<file path="src/rtl/nmac_pkg.sv">
package nmac_pkg;

    localparam int NMAC_DW = 32;
    localparam int NMAC_HW = 16;

    typedef struct packed {
        logic lt;
        logic gt;
        logic eq;
        logic so;
    } cr_field_t;

    typedef struct packed {
        logic ov;
        logic so;
    } ovf_status_t;

    // Signed three-way compare of a value against zero.
    function automatic cr_field_t cmp_zero(input logic [NMAC_DW-1:0] v, input logic so);
        cr_field_t c;
        c.lt = v[NMAC_DW-1];
        c.eq = (v == '0);
        c.gt = !v[NMAC_DW-1] && (v != '0);
        c.so = so;
        return c;
    endfunction

endpackage

</file>
<file path="src/rtl/nmac_arith.sv">
module nmac_arith
    import nmac_pkg::*;
#(
    parameter int DATA_W = NMAC_DW,
    parameter int HALF_W = NMAC_HW
) (
    input  logic [DATA_W-1:0] acc,
    input  logic [DATA_W-1:0] opa,
    input  logic [DATA_W-1:0] opb,
    output logic [DATA_W-1:0] value,
    output logic              clamped
);
    localparam int PROD_W = 2 * HALF_W;
    localparam int EXT_W  = DATA_W + 1;
    localparam int PAD_W  = EXT_W - PROD_W;

    logic signed [HALF_W-1:0] a_lo, b_lo;
    logic signed [PROD_W-1:0] prod;
    logic        [EXT_W-1:0]  prod_x, nprod, acc_x, sum;
    logic                     acc_sign;

    always_comb begin
        a_lo     = opa[HALF_W-1:0];
        b_lo     = opb[HALF_W-1:0];
        prod     = a_lo * b_lo;
        // widened before negation so 2^30 never wraps
        prod_x   = {{PAD_W{prod[PROD_W-1]}}, prod};
        nprod    = ~prod_x + EXT_W'(1);
        acc_sign = acc[DATA_W-1];
        acc_x    = {acc_sign, acc};
        sum      = acc_x + nprod;
        clamped  = (nprod[EXT_W-1] == acc_sign) && (sum[DATA_W-1] != acc_sign);
        if (clamped)
            value = {acc_sign, {(DATA_W-1){~acc_sign}}};
        else
            value = sum[DATA_W-1:0];
    end

endmodule

</file>
<file path="src/rtl/nmac_flags.sv">
module nmac_flags
    import nmac_pkg::*;
(
    input  logic [NMAC_DW-1:0] value,
    input  logic               clamped,
    input  logic               ovf_en,
    input  logic               so_prev,
    output cr_field_t          cr,
    output ovf_status_t        st
);
    always_comb begin
        st.ov = clamped;
        st.so = ovf_en ? (so_prev | clamped) : so_prev;
        cr    = cmp_zero(value, st.so);
    end

endmodule

</file>
<file path="src/rtl/halfword_nmac_unit.sv">
module halfword_nmac_unit
    import nmac_pkg::*;
(
    input  logic        clk,
    input  logic        rst,
    input  logic        in_valid,
    input  logic [31:0] acc_in,
    input  logic [31:0] src_a,
    input  logic [31:0] src_b,
    input  logic        ovf_en,
    input  logic        rec_en,
    input  logic        so_in,
    output logic        out_valid,
    output logic [31:0] result,
    output logic        cr_we,
    output logic        cr_lt,
    output logic        cr_gt,
    output logic        cr_eq,
    output logic        cr_so,
    output logic        ovf_we,
    output logic        ov_out,
    output logic        so_out
);
    logic [NMAC_DW-1:0] nx_value;
    logic               nx_clamped;
    cr_field_t          nx_cr, cr_q;
    ovf_status_t        nx_st, st_q;

    nmac_arith #(.DATA_W(NMAC_DW), .HALF_W(NMAC_HW)) u_arith (
        .acc     (acc_in),
        .opa     (src_a),
        .opb     (src_b),
        .value   (nx_value),
        .clamped (nx_clamped)
    );

    nmac_flags u_flags (
        .value   (nx_value),
        .clamped (nx_clamped),
        .ovf_en  (ovf_en),
        .so_prev (so_in),
        .cr      (nx_cr),
        .st      (nx_st)
    );

    always_ff @(posedge clk) begin
        if (rst) begin
            out_valid <= 1'b0;
            result    <= '0;
            cr_we     <= 1'b0;
            ovf_we    <= 1'b0;
            cr_q      <= '0;
            st_q      <= '0;
        end else begin
            out_valid <= in_valid;
            cr_we     <= in_valid && rec_en;
            ovf_we    <= in_valid && ovf_en;
            if (in_valid) begin
                result <= nx_value;
                cr_q   <= nx_cr;
                st_q   <= nx_st;
            end
        end
    end

    assign cr_lt  = cr_q.lt;
    assign cr_gt  = cr_q.gt;
    assign cr_eq  = cr_q.eq;
    assign cr_so  = cr_q.so;
    assign ov_out = st_q.ov;
    assign so_out = st_q.so;

    AST_VALID_LATENCY: assert property (@(posedge clk) disable iff (rst)
        in_valid |=> out_valid);
    AST_SAT_BOUND: assert property (@(posedge clk) disable iff (rst)
        (ovf_we && ov_out) |-> (result == 32'h7FFF_FFFF || result == 32'h8000_0000));
    AST_CR_ONE_HOT: assert property (@(posedge clk) disable iff (rst)
        cr_we |-> ($countones({cr_lt, cr_gt, cr_eq}) == 1));
    AST_CR_SIGN: assert property (@(posedge clk) disable iff (rst)
        cr_we |-> (cr_lt == result[31]));
    AST_OVF_WE_GATE: assert property (@(posedge clk) disable iff (rst)
        ovf_we |-> $past(in_valid && ovf_en));
    AST_SO_STICKY: assert property (@(posedge clk) disable iff (rst)
        ovf_we |-> (so_out == ($past(so_in) | ov_out)));
    AST_CR_SO_COPY: assert property (@(posedge clk) disable iff (rst)
        (cr_we && ovf_we) |-> (cr_so == so_out));
    AST_IDLE_HOLD: assert property (@(posedge clk) disable iff (rst)
        !out_valid |-> (!cr_we && !ovf_we && $stable(result)));

endmodule

</file>
<file path="config.mk">
export PLATFORM = sky130hd
export DESIGN_NAME = halfword_nmac_unit
export DESIGN_NICKNAME = d
export VERILOG_FILES = /design/src/rtl/nmac_pkg.sv /design/src/rtl/nmac_arith.sv /design/src/rtl/nmac_flags.sv /design/src/rtl/halfword_nmac_unit.sv
export SDC_FILE = /design/constraint.sdc
export NUM_CORES = 1
export LEC_CHECK = 0
export ABC_AREA = 0
export BUFFER_PORTS_ARGS = -buffer_cell sky130_fd_sc_hd__buf_2
export CORE_MARGIN = 2
export CORE_UTILIZATION = 63
export CTS_BUF_LIST = sky130_fd_sc_hd__clkbuf_2
export DETAILED_ROUTE_END_ITERATION = 7
export GPL_TIMING_DRIVEN = 0
export PLACE_DENSITY = 0.86
export SLEW_MARGIN = 20
export SYNTH_ARGS = -nofsm -noshare
export SYNTH_HDL_FRONTEND = slang
export SYNTH_SLANG_ARGS = --single-unit
</file>
<file path="constraint.sdc">
create_clock -name clk -period 12 [get_ports clk]
set_clock_uncertainty 0.15 [all_clocks]
set_input_delay 0.6 -clock clk [delete_from_list [all_inputs] [get_ports clk]]
set_output_delay 0.6 -clock clk [all_outputs]
set_load 0.05 [all_outputs]
</file>
After elaboration in Yosys (flattened, before gate mapping)
Cells that the tools add are included.
Widths: inputs -> output; s select.
{ "word_totals": {"reg_bits": 40, "in_bits": 102, "out_inout_bits": 41, "elab_cells": 26} }
{ "op_classes": {"add_sub_neg": 2, "mul": 1, "n_eq_ne": 2, "mux": 2, "n_bitwise": 3, "n_reduce_logical": 7} }
{ "ops": {"columns": ["cell", "n"], "rows": [
  ["$add 33x1->33 const B", 1],
  ["$not 33->33", 1],
  ["$add 32x32->32", 1],
  ["$logic_not 32->1", 1],
  ["$mul 16x16->32", 1],
  ["$mux 32", 1],
  ["$reduce_bool 32->1", 1],
  ["$logic_and 1x1->1", 4],
  ["$eq 1x1->1", 1],
  ["$logic_not 1->1", 1],
  ["$mux 1", 1],
  ["$ne 1x1->1", 1],
  ["$not 1->1", 1],
  ["$or 1x1->1", 1]
]} }

Logic depth before layout (Yosys ltp)
Gate-level depths: netlist (run 1).
{ "logic_depth": {"depth_word": 9, "depth_mapped": 38, "depth_no_buf": 34} }

Hierarchy
Synthesis (run 1) repeated with hierarchy kept, for this count alone.
{ "unflattened": {"cells_unflattened": 1630, "area_unflattened_um2": 14306.2} }
{ "by_module_without_submodules": {"columns": ["module", "n_inst", "cells_each", "area_each_um2"], "rows": [
  ["nmac_arith", 1, 1485, 12733.5],
  ["halfword_nmac_unit", 1, 129, 1447.6],
  ["nmac_flags", 1, 16, 125.1]
]} }

Worst setup path before layout (run 1)
Ideal clock, no wire load.
{ "synth_path": {"path_kind": "input -> register", "startpoint": "input src_b[1]", "endpoint": "register result[22]", "setup_ps": 157, "arrival_ps": 9109, "slack_ps": 2584, "path_stages": 33, "n_path_buf": 3, "cell_sequence": "clkbuf_1 -> nand2_1 -> fa_1 -> fa_1 -> inv_1 -> ha_1 -> fa_1 -> fa_1 -> inv_1 -> fa_1 -> inv_1 -> ha_1 -> a2111oi_4 -> o21ai_2 -> and3b_1 -> or4_4 -> or4_4 -> nor4b_4 -> nand2_1 -> xnor2_1 -> ha_1 -> clkbuf_1 -> nand2_1 -> o21ai_0 -> nor2_1 -> a31oi_1 -> a211oi_1 -> or2_2 -> xnor2_1 -> and4_1 -> o31ai_2 -> buf_6 -> a311oi_2"} }
{ "synth_via": {"elab_chain_len": 7, "elab_cells_between_ends": 8, "cone_classes": "add/sub: 2; mul: 1; eq/ne: 2; mux: 1; bitwise: 1; reduce/logical: 1"} }
{ "synth_lines": {"columns": ["item", "line_no", "source"], "rows": [
  ["from (decl)", "halfword_nmac_unit.sv:9", "input logic [31:0] src_b,"],
  ["$mul 16x16->32 (*)", "nmac_arith.sv:25", "prod = a_lo * b_lo;"],
  ["$not 33->33 (*)", "nmac_arith.sv:28", "nprod = ~prod_x + EXT_W'(1);"],
  ["$add 33x1->33 (*)", "nmac_arith.sv:28", null],
  ["$add 32x32->32", "nmac_arith.sv:31", "sum = acc_x + nprod;"],
  ["$ne 1x1->1", "nmac_arith.sv:32", "clamped = (nprod[EXT_W-1] == acc_sign) && (sum[DATA_W-1] != acc_sign);"],
  ["$logic_and 1x1->1", "nmac_arith.sv:32", null],
  ["$mux 32 (*)", "nmac_arith.sv:33", "if (clamped)"],
  ["to (signal assigned)", "halfword_nmac_unit.sv:59", "result <= nx_value;"],
  ["to (decl)", "halfword_nmac_unit.sv:14", "output logic [31:0] result,"]
]} }
Every way passes the cells marked *; elsewhere a longest branch is shown, timed or not.
A chain may end at the register's enable or synchronous reset.

Final worst setup path (run 1)
{ "layout_path": {"startpoint": "input src_a[15]", "endpoint": "register result[3]"} }
{ "layout_via": {"elab_chain_len": 7, "elab_cells_between_ends": 8, "cone_classes": "add/sub: 2; mul: 1; eq/ne: 2; mux: 1; bitwise: 1; reduce/logical: 1"} }
{ "layout_lines": {"columns": ["item", "line_no", "source"], "rows": [
  ["from (decl)", "halfword_nmac_unit.sv:8", "input logic [31:0] src_a,"],
  ["$mul 16x16->32 (*)", "nmac_arith.sv:25", null],
  ["$not 33->33 (*)", "nmac_arith.sv:28", null],
  ["$add 33x1->33 (*)", "nmac_arith.sv:28", null],
  ["$add 32x32->32", "nmac_arith.sv:31", null],
  ["$ne 1x1->1", "nmac_arith.sv:32", null],
  ["$logic_and 1x1->1 (*)", "nmac_arith.sv:32", null],
  ["$mux 32 (*)", "nmac_arith.sv:33", null]
]} }
Marks and branches as above.

==> summary.txt, run 1 <==
Floorplanning
  • Initial Util: 64.1%
  • FP Rows: 55
  • Total core area: 0.0226 mm^2
  • IO Pins: 143
  • Die Span X: 156 um
  • Die ar.: 0.0243 mm^2
  • Chip Height: 156 um

Final layout
  • Layout cells sized above 1: 10.7%
  • Area grow syn2layout: 6.44%
  • Final net count: 2,268
  • Antenna cells: 0
  • Filler Cell Count: 1,802

Routing
  • Final WL: 36,700 um
  • Final ANT Viol Nets: 0
  • Via count: 12,400
  • Residual DRC: 0
  • Routed wire per std cell: 17.7 um
  • Drt initial violations: 908
  • Vias per cell: 5.96
  • Drt pass-1 iters: 5

Clock tree
  • Post-CTS Setup Bufs: 0
  • CTS Hold Bufs: 0
  • CTS Sinks: 39
  • CTS clk-pin slew, worst paths: 210 ps
  • H-tree depth: 2
  • CTS tree: done
  • Root Driver: clkbuf_2
  • Max Buffers Root-to-Sink: 2
  • Clock insertion delay at the later pin of the skew report: 400 ps
  • TritonCTS Buffers: 5
  • CTS resizes: 0

Timing
  • Worst hold slack: 228 ps
  • Max Slew Vio Count: 0
  • Fin crit share: 94.1%
  • Hold violation count in the final report: 0
  • Count of final setup violators: 0
  • Slew @ Worst Pin: 815 ps
  • Final TNS setup: 0 ps
  • Crit path time final: 11,290 ps
  • Unrepaired setup endpoints after global routing: no
  • Slew margin rel.: 45.4%
  • Maximum achievable frequency: 88.6 MHz

Setup path
  • Cell repeated most along the worst path: fa_1
  • Crit Path Category: input port to register
  • Max stage delay on crit path: 720 ps
  • CP Data Required Time: 12,120 ps
  • Arr. time, crit path: 11,410 ps
  • CP Max Fanout: 10
  • Delay-heaviest family, CP: adder cells
  • Crit-path slowest cell: o31ai_2
  • WP buf/inv: 10
  • Crit path launch type: input port
  • Crit end category: register

Global routing
  • Initial antenna violation count: 0
  • Gr ovfl total: 0
  • First-pass GRT wire length: 60,300 um
  • GRT Resource Usage Total: 31.0%
  • Largest net degree at the start of global routing: 12
  • Vias in the first global route: 12,600

Synth
  • YS warnings: 0
  • Synthesized net count: 2,153
  • Area contributors post-synth: fa_1, ha_1, inv_1
  • Cells after synthesis: 1,674
  • Synth unique cells: 87
  • Mapped cell area: 0.0145 mm^2
  • EDFF count, synth: 0
  • Syn_area_per_cell: 8.67 um^2
  • Area share of the largest cell type after synthesis: 36.3%
  • Ys async rst share: 0%
  • Seq/Total Area, Yosys: 5.38%
  • Yosys top cell by area: fa_1
  • Yosys reg bits: 39
  • Dominant synthesized flop cell: dfxtp_1

Run
  • # Max-Cap Violations: 0

Placed design
  • Routability cong.: 0.924
  • Dpl hpwl: 31,200 um
  • # port buffers: 108

Hold path
  • Worst hold-check path type: input port to register

Outcome
  • Outcome: finished, final reports clean
worst register-to-register path, cell delays in order, from the launching register on:
cell and delay [ps]:
dfxtp_1 410, nor2_1 60, a311oi_2 260
path summary, 6_finish.rpt:
path	from	to	slack, ps	cells after the start
hold / removal	ovf_en	ovf_we	230	3
setup reg to reg	result[17]	result[17]	11050	2
hold reg to reg	cr_gt	cr_gt	350	2
setup / recovery	src_a[15]	result[3]	710	37
cells by family (layout without fill, tap and decap cells):
logic type / after synthesis / after routing / synth area share (%)
compound gates: 252 / 252 / 14.0
xor+xnor: 82 / 82 / 4.95
fa+ha+maj: 377 / 377 / 46.1
buf+inv: 373 / 489 / 10.1
flops: 39 / 39 / 5.38
mux: 6 / 6 / 0.431
simple gates: 545 / 545 / 19.1
metal layers:
metal / track usage [%] / up-vias / wire [um]
met1: 41.8 / 6161 / 14800
met4: 9.74 / 0 / 1250
met3: 3.47 / 113 / 2380
li1: - / 5634 / -
met5: 0 / - / 0
met2: 52.7 / 469 / 18300
final cells by class:
| type | instances | area (um^2) | area share [%] |
|---|---|---|---|
| plain buffers | 63 | 298 | 1.93 |
| well taps | 285 | 357 | 2.31 |
| inverters | 310 | 1160 | 7.53 |
| clock buffers | 6 | 30.0 | 0.194 |
| flip-flops and latches | 39 | 781 | 5.05 |
| clock inverters | 2 | 7.51 | 0.0486 |
| repair buffers | 108 | 541 | 3.50 |
| multi-input cells | 1262 | 12300 | 79.4 |
registers in the layout, summed over array words and instances, names as in the netlist:
register	flops
cr_we	1
out_valid	1
so_out	1
result	32
cr_gt	1
ovf_we	1
ov_out	1
cr_eq	1
layout by cell type, fill, tap and decap left out, types with 9 or more instances in the layout:
cell	count
inv_1	310
and3_1	9
nor3_1	19
a211oi_1	14
clkbuf_1	49
nand3_1	18
nand2b_1	11
fa_1	263
a311oi_2	30
o21ai_0	35
or3_1	9
nand2_1	199
a21oi_1	51
a21o_1	26
nor4_1	9
and2_1	128
buf_2	112
xor2_1	25
ha_1	114
nand4_1	10
nor2_1	82
dfxtp_1	39
xnor2_1	57
cell usage after synthesis, types with 8 or more instances:
| master | count |
|---|---|
| nor3b_1 | 8 |
| a311oi_2 | 30 |
| dfxtp_1 | 39 |
| a21oi_1 | 51 |
| a21o_1 | 26 |
| inv_1 | 310 |
| nor2_1 | 82 |
| nor4_1 | 9 |
| nand3_1 | 18 |
| and3_1 | 9 |
| o21bai_1 | 8 |
| xor2_1 | 25 |
| clkbuf_1 | 49 |
| nor3_1 | 19 |
| nand2b_1 | 11 |
| or3_1 | 9 |
| and2_1 | 128 |
| a211oi_1 | 14 |
| o21ai_0 | 35 |
| nand2_1 | 199 |
| a31oi_1 | 8 |
| xnor2_1 | 57 |
| fa_1 | 263 |
| nand4_1 | 10 |
| ha_1 | 114 |
stage by stage:
step	instances	setup slack (ps)	utilization [%]	area (um^2)
2_1_floorplan	1674	2580	-	14500
3_3_place_gp	2067	723	68.1	15400
3_5_place_dp	2067	465	68.1	15400
4_1_cts	2075	884	68.3	15500
5_1_grt	2075	54.0	68.3	15500
6_report	2075	714	68.3	15500
Power of run 1 is left out: the tool's default activity adds up to more than one toggle a clock period on the data nets, which glitch-free logic cannot reach.
==> inputs of run 2 (changes only) <==
Clock period 12 ns to 10.8 ns, I/O delays scaled along.
==> run 2 against run 1 <==
Compared with the run above:
- worst hold slack lost 67 ps
- via count is 0.63% lower
- die area unchanged
- non-clock buffer count down 10
- final cell count is 0.48% lower
- critical path depth fell by 5
- flip-flop and latch count unchanged
- largest cell class unchanged
- highest routed layer unchanged
==> summary.txt, run 2 (same netlist as run 1, synthesis figures left out) <==
Final layout
  • Multi-input combinational cell area: 0.0123 mm^2 (about the same)
  • Max reg flops: 32 (unchanged)
  • Final net count: 2,258 (was 2,268)
  • Layout Cells excl Fill: 2,065 (was 2,075)
  • Antenna cells: 0 (unchanged)
  • Layout Utilization: 68.4% (was 68.3%)
  • Commonest non-fill, non-tap cell in the layout: inv_1 (unchanged)
  • Area grow syn2layout: 6.63% (was 6.44%)
  • Largest register by flop count: result (unchanged)
  • Most frequent cells in the layout: inv_1, fa_1, nand2_1 (unchanged)
  • Filler Cell Count: 1,798 (was 1,802)
  • Register area: 781 um^2 (unchanged)
  • Layout cells sized above 1: 11.7% (was 10.7%)

Timing
  • Maximum achievable frequency: 96.5 MHz
  • Slew margin rel.: 47.3% (was 45.4%)
  • Worst hold slack: 161 ps (was 228 ps)
  • Fin crit share: 95.9%
  • Max Slew Vio Count: 0 (unchanged)
  • Count of final setup violators: 0 (unchanged)
  • Slew @ Worst Pin: 770 ps (was 815 ps)
  • Hold violation count in the final report: 0 (unchanged)
  • Crit path time final: 10,360 ps

Setup path
  • Max stage delay on crit path: 720 ps (about the same)
  • Crit path launch type: input port (unchanged)
  • CP Max Fanout: 10 (unchanged)
  • Cell repeated most along the worst path: fa_1 (unchanged)
  • Crit-path slowest cell: a2111oi_0 (was o31ai_2)
  • Worst Reg-to-Reg Cells: 2 (unchanged)
  • CP Data Required Time: 10,970 ps (was 12,120 ps)
  • RR Startpoint: result[17] (unchanged)
  • RR Endpoint: result[17] (unchanged)
  • Flop2flop setup slack: 9850 ps (was 11,050 ps)
  • Crit end category: register (unchanged)
  • Crit Path Category: input port to register (unchanged)
  • Arr. time, crit path: 10,530 ps (was 11,410 ps)

Routing
  • Final ANT Viol Nets: 0 (unchanged)
  • Routed wire per std cell: 17.4 um (was 17.7 um)
  • Via count: 12,300 (was 12,400)
  • Final WL: 36,000 um (was 36,700 um)
  • Drt pass-1 iters: 5 (unchanged)
  • Vias per cell: 5.96 (about the same)
  • Residual DRC: 0 (unchanged)
  • Drt initial violations: 803 (was 908)

Floorplanning
  • Total core area: 0.0226 mm^2 (unchanged)
  • IO Pins: 143 (unchanged)
  • Chip Height: 156 um (unchanged)
  • FP Rows: 55 (unchanged)
  • Die Span X: 156 um (unchanged)
  • Initial Util: 64.1% (unchanged)
  • Die ar.: 0.0243 mm^2 (unchanged)

Clock tree
  • Clock insertion delay at the later pin of the skew report: 410 ps (was 400 ps)
  • CTS resizes: 2 (was 0)
  • CTS tree: done (unchanged)
  • CTS Sinks: 39 (unchanged)
  • Root Driver: clkbuf_2 (unchanged)
  • H-tree depth: 2 (unchanged)
  • TritonCTS Buffers: 5 (unchanged)
  • Post-CTS Setup Bufs: 0 (unchanged)
  • CTS clk-pin slew, worst paths: 210 ps (about the same)
  • Max Buffers Root-to-Sink: 2 (unchanged)
  • CTS Hold Bufs: 0 (unchanged)

Global routing
  • Gr ovfl total: 0 (unchanged)
  • First-pass GRT wire length: 60,200 um (was 60,300 um)
  • GRT Resource Usage Total: 30.9% (was 31.0%)
  • Largest net degree at the start of global routing: 17 (was 12)
  • Vias in the first global route: 12,600 (about the same)
  • Initial antenna violation count: 0 (unchanged)

Outcome
  • Outcome: finished, final reports clean (unchanged)

Placed design
  • DP Cell Count: 2,067 (unchanged)
  • # port buffers: 108 (unchanged)
  • Dpl hpwl: 31,200 um (unchanged)
  • Routability cong.: 0.924 (unchanged)

Run
  • # Max-Cap Violations: 0 (unchanged)

Hold path
  • Worst hold-check path type: input port to register (unchanged)
  • WHS Path Cells: 3 (unchanged)
  • Hold Crit Endpoint: ovf_we (unchanged)
  • Worst Hold Launch: ovf_en (unchanged)
-- run 2: cell count changes in the layout (fill, tap and decap cells not counted), moves of 2 or more --
cell,delta
clkbuf_1,-23
clkbuf_2,+13
a211oi_1,-2
a211oi_2,+2
-- run 2: worst max-delay path by stage --
stage / startpoint / endpoint / depth (start not counted)
after floorplan: src_b[1] / result[22] / 33
after CTS: src_a[15] / result[4] / 37
after global routing: src_b[13] / result[12] / 35
after global placement: src_a[15] / result[16] / 37
final: src_b[3] / cr_gt / 32
after detailed placement: src_a[15] / result[22] / 37
-- run 2: layer usage --
| metal | track usage, % | part of all wire (%) |
|---|---|---|
| met5 | 0 | 0 |
| met4 | 9.74 | 3.6 |
| met3 | 3.42 | 6.8 |
| met2 | 52.4 | 50 |
| met1 | 41.8 | 40 |
-- run 2: metrics by stage --
stage	setup slack [ps]	setup TNS [ps]	cell area, um^2
floorplan	1440	0	14500
global placement	-417	-13630	15400
detailed placement	-675	-22480	15400
CTS	137	0	15500
global route	-32.8	-285	15500
finish	439	0	15500
-- run 2: layout make-up --
type	instances	area share, %
multi-input combinational	1262	79.6
sequential	39	5.04
clock buffer	6	0.194
buffer	53	1.79
inverter	310	7.52
tap	285	2.30
clock inverter	2	0.0485
timing repair buffer	108	3.49
-- run 2: critical path, delay by kind of cell --
family	cells	cell delay [ps]
and+or+nand+nor	12	3610
AOI/OAI and AO/OA	5	1890
xor gates and xnor gates	2	230
buffers and inverters	5	770
adders and majority gates	8	3480
Power of run 2 is left out for the same reason.
